--- src/rtl/uart_regif_pkg.sv ---
package uart_regif_pkg;

    localparam int ADDR_W    = 3;
    localparam int DATA_W    = 8;
    localparam int DIV_W     = 2 * DATA_W;
    localparam logic [DATA_W-1:0] IID_IDLE = 8'h01;
    localparam int DLAB_BIT  = DATA_W - 1;

    typedef enum logic [ADDR_W-1:0] {
        OFF_DATA    = 3'd0,
        OFF_IEN     = 3'd1,
        OFF_IID     = 3'd2,
        OFF_LCTL    = 3'd3,
        OFF_MCTL    = 3'd4,
        OFF_LSTAT   = 3'd5,
        OFF_MSTAT   = 3'd6,
        OFF_SCRATCH = 3'd7
    } reg_off_e;

    typedef struct packed {
        logic              rd_en;
        logic              rd_first;
        logic              wr_first;
        reg_off_e          off;
        logic [DATA_W-1:0] wdata;
    } host_req_t;

    typedef struct packed {
        logic thr;
        logic dll;
        logic dlm;
        logic ien;
        logic lctl;
        logic mctl;
        logic scr;
    } wr_sel_t;

    function automatic logic chip_selected(input logic a, input logic b, input logic lo_n);
        return a & b & ~lo_n;
    endfunction

    function automatic logic strobe_active(input logic hi, input logic lo_n);
        return hi | ~lo_n;
    endfunction

    function automatic logic [DATA_W-1:0] keep_low(input logic [DATA_W-1:0] v, input int bits);
        logic [DATA_W-1:0] m;
        for (int i = 0; i < DATA_W; i++) m[i] = (i < bits);
        return v & m;
    endfunction

endpackage

--- src/rtl/regif_front.sv ---
module regif_front
    import uart_regif_pkg::*;
(
    input  logic              clk,
    input  logic              mr,
    input  logic              cs_a,
    input  logic              cs_b,
    input  logic              cs_lo_n,
    input  logic              adr_stb_n,
    input  logic [ADDR_W-1:0] adr,
    input  logic [DATA_W-1:0] din,
    input  logic              rd,
    input  logic              rd_n,
    input  logic              wr,
    input  logic              wr_n,
    output host_req_t         req
);

    logic              sel;
    logic              rd_en, wr_en;
    logic              rd_seen, wr_seen;
    logic [ADDR_W-1:0] adr_hold;

    // Strobe latch: follows the bus while the strobe is low, freezes when it rises.
    always_ff @(posedge clk) begin
        if (mr)              adr_hold <= '0;
        else if (!adr_stb_n) adr_hold <= adr;
    end

    always_ff @(posedge clk) begin
        if (mr) begin
            rd_seen <= 1'b0;
            wr_seen <= 1'b0;
        end else begin
            rd_seen <= rd_en;
            wr_seen <= wr_en;
        end
    end

    always_comb begin
        sel   = chip_selected(cs_a, cs_b, cs_lo_n);
        rd_en = sel & strobe_active(rd, rd_n);
        wr_en = sel & strobe_active(wr, wr_n);

        req.rd_en    = rd_en;
        req.rd_first = rd_en & ~rd_seen;
        req.wr_first = wr_en & ~wr_seen & ~mr;
        req.off      = reg_off_e'(adr_stb_n ? adr_hold : adr);
        req.wdata    = din;
    end

endmodule

--- src/rtl/regif_regfile.sv ---
module regif_regfile
    import uart_regif_pkg::*;
#(
    parameter int IEN_BITS  = 4,
    parameter int MCTL_BITS = 5
) (
    input  logic              clk,
    input  logic              mr,
    input  logic              wr_first,
    input  reg_off_e          off,
    input  logic [DATA_W-1:0] wdata,
    input  logic [2:0]        irq_code,
    output logic [DATA_W-1:0] thr_q,
    output logic [DATA_W-1:0] dll_q,
    output logic [DATA_W-1:0] dlm_q,
    output logic [DATA_W-1:0] ien_q,
    output logic [DATA_W-1:0] lctl_q,
    output logic [DATA_W-1:0] mctl_q,
    output logic [DATA_W-1:0] scr_q,
    output logic [DATA_W-1:0] iid_q,
    output logic              thr_load
);

    localparam int IID_PAD = DATA_W - 3;

    wr_sel_t we;
    logic    dlab;

    assign dlab = lctl_q[DLAB_BIT];

    always_comb begin
        we = '0;
        if (wr_first) begin
            unique case (off)
                OFF_DATA:    if (dlab) we.dll = 1'b1; else we.thr = 1'b1;
                OFF_IEN:     if (dlab) we.dlm = 1'b1; else we.ien = 1'b1;
                OFF_LCTL:    we.lctl = 1'b1;
                OFF_MCTL:    we.mctl = 1'b1;
                OFF_SCRATCH: we.scr  = 1'b1;
                default:     we = '0;
            endcase
        end
    end

    // Control registers: cleared by master reset.
    always_ff @(posedge clk) begin
        if (mr) begin
            ien_q    <= '0;
            lctl_q   <= '0;
            mctl_q   <= '0;
            scr_q    <= '0;
            iid_q    <= IID_IDLE;
            thr_load <= 1'b0;
        end else begin
            if (we.ien)  ien_q  <= keep_low(wdata, IEN_BITS);
            if (we.lctl) lctl_q <= wdata;
            if (we.mctl) mctl_q <= keep_low(wdata, MCTL_BITS);
            if (we.scr)  scr_q  <= wdata;
            iid_q    <= {{IID_PAD{1'b0}}, irq_code};
            thr_load <= we.thr;
        end
    end

    // Data holding and divisor bytes: untouched by master reset.
    always_ff @(posedge clk) begin
        if (we.thr) thr_q <= wdata;
        if (we.dll) dll_q <= wdata;
        if (we.dlm) dlm_q <= wdata;
    end

endmodule

--- src/rtl/regif_rdmux.sv ---
module regif_rdmux
    import uart_regif_pkg::*;
(
    input  logic              rd_en,
    input  logic              rd_first,
    input  reg_off_e          off,
    input  logic [DATA_W-1:0] rx_byte,
    input  logic [DATA_W-1:0] line_stat,
    input  logic [DATA_W-1:0] modem_stat,
    input  logic [DATA_W-1:0] dll_q,
    input  logic [DATA_W-1:0] dlm_q,
    input  logic [DATA_W-1:0] ien_q,
    input  logic [DATA_W-1:0] lctl_q,
    input  logic [DATA_W-1:0] mctl_q,
    input  logic [DATA_W-1:0] scr_q,
    input  logic [DATA_W-1:0] iid_q,
    output logic [DATA_W-1:0] dout,
    output logic              rx_taken
);

    logic              dlab;
    logic [DATA_W-1:0] sel_val;

    assign dlab = lctl_q[DLAB_BIT];

    always_comb begin
        unique case (off)
            OFF_DATA:    sel_val = dlab ? dll_q : rx_byte;
            OFF_IEN:     sel_val = dlab ? dlm_q : ien_q;
            OFF_IID:     sel_val = iid_q;
            OFF_LCTL:    sel_val = lctl_q;
            OFF_MCTL:    sel_val = mctl_q;
            OFF_LSTAT:   sel_val = line_stat;
            OFF_MSTAT:   sel_val = modem_stat;
            default:     sel_val = scr_q;
        endcase
        dout     = rd_en ? sel_val : '0;
        rx_taken = rd_first & ~dlab & (off == OFF_DATA);
    end

endmodule

--- src/rtl/uart_host_regif.sv ---
module uart_host_regif
    import uart_regif_pkg::*;
#(
    parameter int IEN_BITS  = 4,
    parameter int MCTL_BITS = 5
) (
    input  logic        clk,
    input  logic        mr,
    input  logic        cs_a,
    input  logic        cs_b,
    input  logic        cs_lo_n,
    input  logic        adr_stb_n,
    input  logic [2:0]  adr,
    input  logic [7:0]  din,
    input  logic        rd,
    input  logic        rd_n,
    input  logic        wr,
    input  logic        wr_n,
    input  logic [7:0]  rx_byte,
    input  logic [7:0]  line_stat,
    input  logic [7:0]  modem_stat,
    input  logic [2:0]  irq_code,
    output logic [7:0]  dout,
    output logic [7:0]  tx_byte,
    output logic        tx_load,
    output logic        rx_taken,
    output logic [15:0] divisor,
    output logic [7:0]  ier_o,
    output logic [7:0]  lcr_o,
    output logic [7:0]  mcr_o
);

    host_req_t         req;
    logic [DATA_W-1:0] dll_q, dlm_q, scr_q, iid_q;

    regif_front u_front (
        .clk       (clk),
        .mr        (mr),
        .cs_a      (cs_a),
        .cs_b      (cs_b),
        .cs_lo_n   (cs_lo_n),
        .adr_stb_n (adr_stb_n),
        .adr       (adr),
        .din       (din),
        .rd        (rd),
        .rd_n      (rd_n),
        .wr        (wr),
        .wr_n      (wr_n),
        .req       (req)
    );

    regif_regfile #(
        .IEN_BITS  (IEN_BITS),
        .MCTL_BITS (MCTL_BITS)
    ) u_regs (
        .clk      (clk),
        .mr       (mr),
        .wr_first (req.wr_first),
        .off      (req.off),
        .wdata    (req.wdata),
        .irq_code (irq_code),
        .thr_q    (tx_byte),
        .dll_q    (dll_q),
        .dlm_q    (dlm_q),
        .ien_q    (ier_o),
        .lctl_q   (lcr_o),
        .mctl_q   (mcr_o),
        .scr_q    (scr_q),
        .iid_q    (iid_q),
        .thr_load (tx_load)
    );

    regif_rdmux u_rdmux (
        .rd_en      (req.rd_en),
        .rd_first   (req.rd_first),
        .off        (req.off),
        .rx_byte    (rx_byte),
        .line_stat  (line_stat),
        .modem_stat (modem_stat),
        .dll_q      (dll_q),
        .dlm_q      (dlm_q),
        .ien_q      (ier_o),
        .lctl_q     (lcr_o),
        .mctl_q     (mcr_o),
        .scr_q      (scr_q),
        .iid_q      (iid_q),
        .dout       (dout),
        .rx_taken   (rx_taken)
    );

    assign divisor = {dlm_q, dll_q};

endmodule

--- config.mk ---
export PLATFORM = sky130hd
export DESIGN_NAME = uart_host_regif
export DESIGN_NICKNAME = d
export VERILOG_FILES = /design/src/rtl/uart_regif_pkg.sv /design/src/rtl/regif_front.sv /design/src/rtl/regif_regfile.sv /design/src/rtl/regif_rdmux.sv /design/src/rtl/uart_host_regif.sv
export SDC_FILE = /design/constraint.sdc
export NUM_CORES = 1
export LEC_CHECK = 0
export ABC_AREA = 1
export BUFFER_PORTS_ARGS = -buffer_cell sky130_fd_sc_hd__buf_2
export CAP_MARGIN = 20
export CORE_ASPECT_RATIO = 1.4
export CORE_UTILIZATION = 49
export CTS_BUF_LIST = sky130_fd_sc_hd__clkbuf_16
export CTS_CLUSTER_DIAMETER = 50
export CTS_CLUSTER_SIZE = 40
export DETAILED_ROUTE_END_ITERATION = 8
export PLACE_DENSITY = 0.84
export SETUP_SLACK_MARGIN = 0.1
export SLEW_MARGIN = 20
export SYNTH_ARGS = -nofsm -noshare
export SYNTH_HDL_FRONTEND = slang
export SYNTH_SLANG_ARGS = --single-unit
export TNS_END_PERCENT = 10
--- constraint.sdc ---
create_clock -name clk -period 2.6 [get_ports clk]
set_input_delay 0.26 -clock clk [delete_from_list [all_inputs] [get_ports clk]]
set_output_delay 0.26 -clock clk [all_outputs]
set_load 0.02 [all_outputs]
==> reports/results.ini <==
[timing]
final-setup-viol-count=0
tns_ns=0
period_share_pct=85.1
hold_violations=0
worst_slew_pin_slew_ns=0.651
report.final.slew_viol_count=0
max_slew_margin_pct=56.3
rsz0062_at_grt=no
fmaxAchievable_ghz=0.452
min_period_ns=2.21
skew_ns=0.00303

[route]
drt_first_iter_violations=268
dr.pass1.iters=5
finalWirelength_um=8590
wl_per_cell_um=16.0
ant_nets=0
via_count=2934
vias_per_cell=5.47
drc=0

[synthesis]
synth_seq_cells=58
synth_compound_area_share_pct=7.57
yosys.area_share.adder_pct=0
yosysWarnings=0
synth_area_um2=2880
yosysSeqAreaShare_pct=48.7
synth.area.mux_share_pct=0
synth_top_family_by_area=simple AND/OR/NAND/NOR gates
ys_types=30
syn_inst=363
synth_simple_gate_area_share_pct=35.8
synth_xor_area_share_pct=0
syn_avg_cell_area_um2=7.92

[placement]
gp_congestion=0.875
hpwl_um=6230
dpl.cell_count=520
port_buffers=98
dpl_cell_area_um2=3380

[critical_path]
crit_type=flip-flop to output port
endpoint_kind=output port
worstSetupStartpointType=flip-flop
crit_required_ns=2.34
r2r_cells=3
cp_max_fo=13
crit_arrival_ns=1.95

[clock_network]
cts_hold_buf=0
clock_sinks=58
clock_latency_ns=0.33
clock_path_buffers=2
cts_inserted_buffers=9
htreeDepth=3
cts_tree=yes
cts.clk_slew.worst_paths_ns=0.06
root_buffer=clkbuf_16

[floorplan]
core_um2=5570
dieWidth_um=66.8
rows=32
ios=106
dieArea_um2=6190
die_h_um=92.7
start_util_pct=51.7

[power_and_ir_drop]
total_power_uw=2490
p_leak_uw=0.00183
irDropWorstVdd_uv=521
power.density_nw_per_um2=671

[layout]
drive_above_1_share_pct=30.8
fill_cells=452
fin_nets=511
final_cell_mix=buf_2, nor2_1, nand2_1
syn_to_final_growth_pct=29.1
fin_area_um2=3710
final_common_cell=buf_2
stdcell_count=536
n_antenna_cell=0

[worst_hold_path]
hold_depth=2
hold_path.class=primary input to flip-flop

[job]
cap_violations=0

[global_route]
globalRouteOverflowTotal=0
globalRouteTotalUtil_pct=29.5
antenna_found_initial=0
grt_pass1_wl_um=13300
grt_pass1_vias=2714
grt_start_max_net_pins=32

[status]
outcome=finished clean

[cells in the mapped netlist]
cell type,n,share of area [%]
a21oi_1,3,0.52
buf_2,4,0.70
buf_4,9,2.3
buf_6,2,0.78
clkbuf_1,5,0.65
clkinv_1,1,0.13
conb_1,1,0.13
dfxtp_1,34,24
edfxtp_1,24,25
inv_1,18,2.3
inv_2,5,0.65
inv_4,1,0.22
nand2_1,67,8.7
nand2_2,5,1.1
nand2_4,3,1.2
nand3_1,31,5.4
nand3_4,1,0.61
nand3b_4,1,0.70
nand4_1,14,3.0
nor2_1,79,10
nor2_2,3,0.65
nor2_4,2,0.78
nor2_8,2,1.4
nor3_1,5,0.87
nor3_4,1,0.57
nor4_1,1,0.22
o211ai_1,1,0.26
o21ai_0,37,6.4
o21ai_1,2,0.35
or2_2,1,0.22
[registers in the layout (all words and copies together) (netlist names)]
signal            flops
u_front.wr_seen       1
u_regs.mctl_q         5
u_regs.scr_q          8
u_regs.thr_load       1
u_regs.dlm_q          8
u_regs.iid_q          3
u_regs.dll_q          8
u_regs.lctl_q         8
u_regs.ien_q          4
u_front.adr_hold      3
u_front.rd_seen       1
u_regs.thr_q          8
[routing by layer]
layer	routed length (µm)	part of all wire, %	up-vias	GRT usage, %
met5	0	0	-	0
met1	3220	37	1356	35.5
met3	597	6.9	28	3.33
li1	-	-	1390	-
met2	4470	52	160	50.5
met4	303	3.5	0	14.7
[critical path: stages (launching register included)]
cell and delay, ns:
dfxtp_1 0.32, nand2_1 0.08, nand2_2 0.19, nor2_4 0.32
nand2_2 0.13, nor4_1 0.34, buf_2 0.25
[worst paths after layout]
kind,from,to,slack (ns)
worst max-delay path,u_front.adr_hold[1],rx_taken,0.39
worst min-delay path,irq_code[0],u_regs.iid_q[0],0.11
worst max register to register,u_regs.lctl_q[7],u_regs.dlm_q[7],0.65
worst min register to register,u_regs.ien_q[2],u_regs.ien_q[2],0.51
[through the flow]
step                hold WS (ns)  worst slack [ns]  util (%)
CTS                        0.120             0.246      66.7
floorplan                  0.359             0.573         -
global route               0.120             0.239      66.7
global placement           0.443             0.460      60.8
detailed placement         0.453             0.415      60.8
finish                     0.114             0.386      66.7
[final cells by class]
class / instances / area [µm²] / area share (%)
clock buffer: 9 / 225 / 6.06
clock inverter: 7 / 101 / 2.73
inverter: 25 / 96.3 / 2.59
multi-input combinational: 266 / 1280 / 34.4
sequential: 58 / 1400 / 37.7
tap: 68 / 85.1 / 2.29
timing repair buffer: 103 / 528 / 14.2
[logic make-up (layout without fill, tap and decap cells)]
logic type,count (synthesis),in the layout
AND/OR/NAND/NOR,216,216
flip-flops,58,58
buffers and inverters,45,144
AO/OA/AOI/OAI,43,43
other,1,7
[what timing repair did]
item	in CTS	in global routing
setup endpoints to repair	0	2
setup buffers	0	0
resized for setup	0	1
[where the power goes]
part / leakage (µW) / total (µW) / switching [µW] / internal, µW
Combinational: 0.00119 / 237 / 165 / 71.8
Clock: 0.000153 / 1290 / 448 / 846
Sequential: 0.000491 / 961 / 4.32 / 957
No activity file was read; power rests on OpenSTA's default activity.
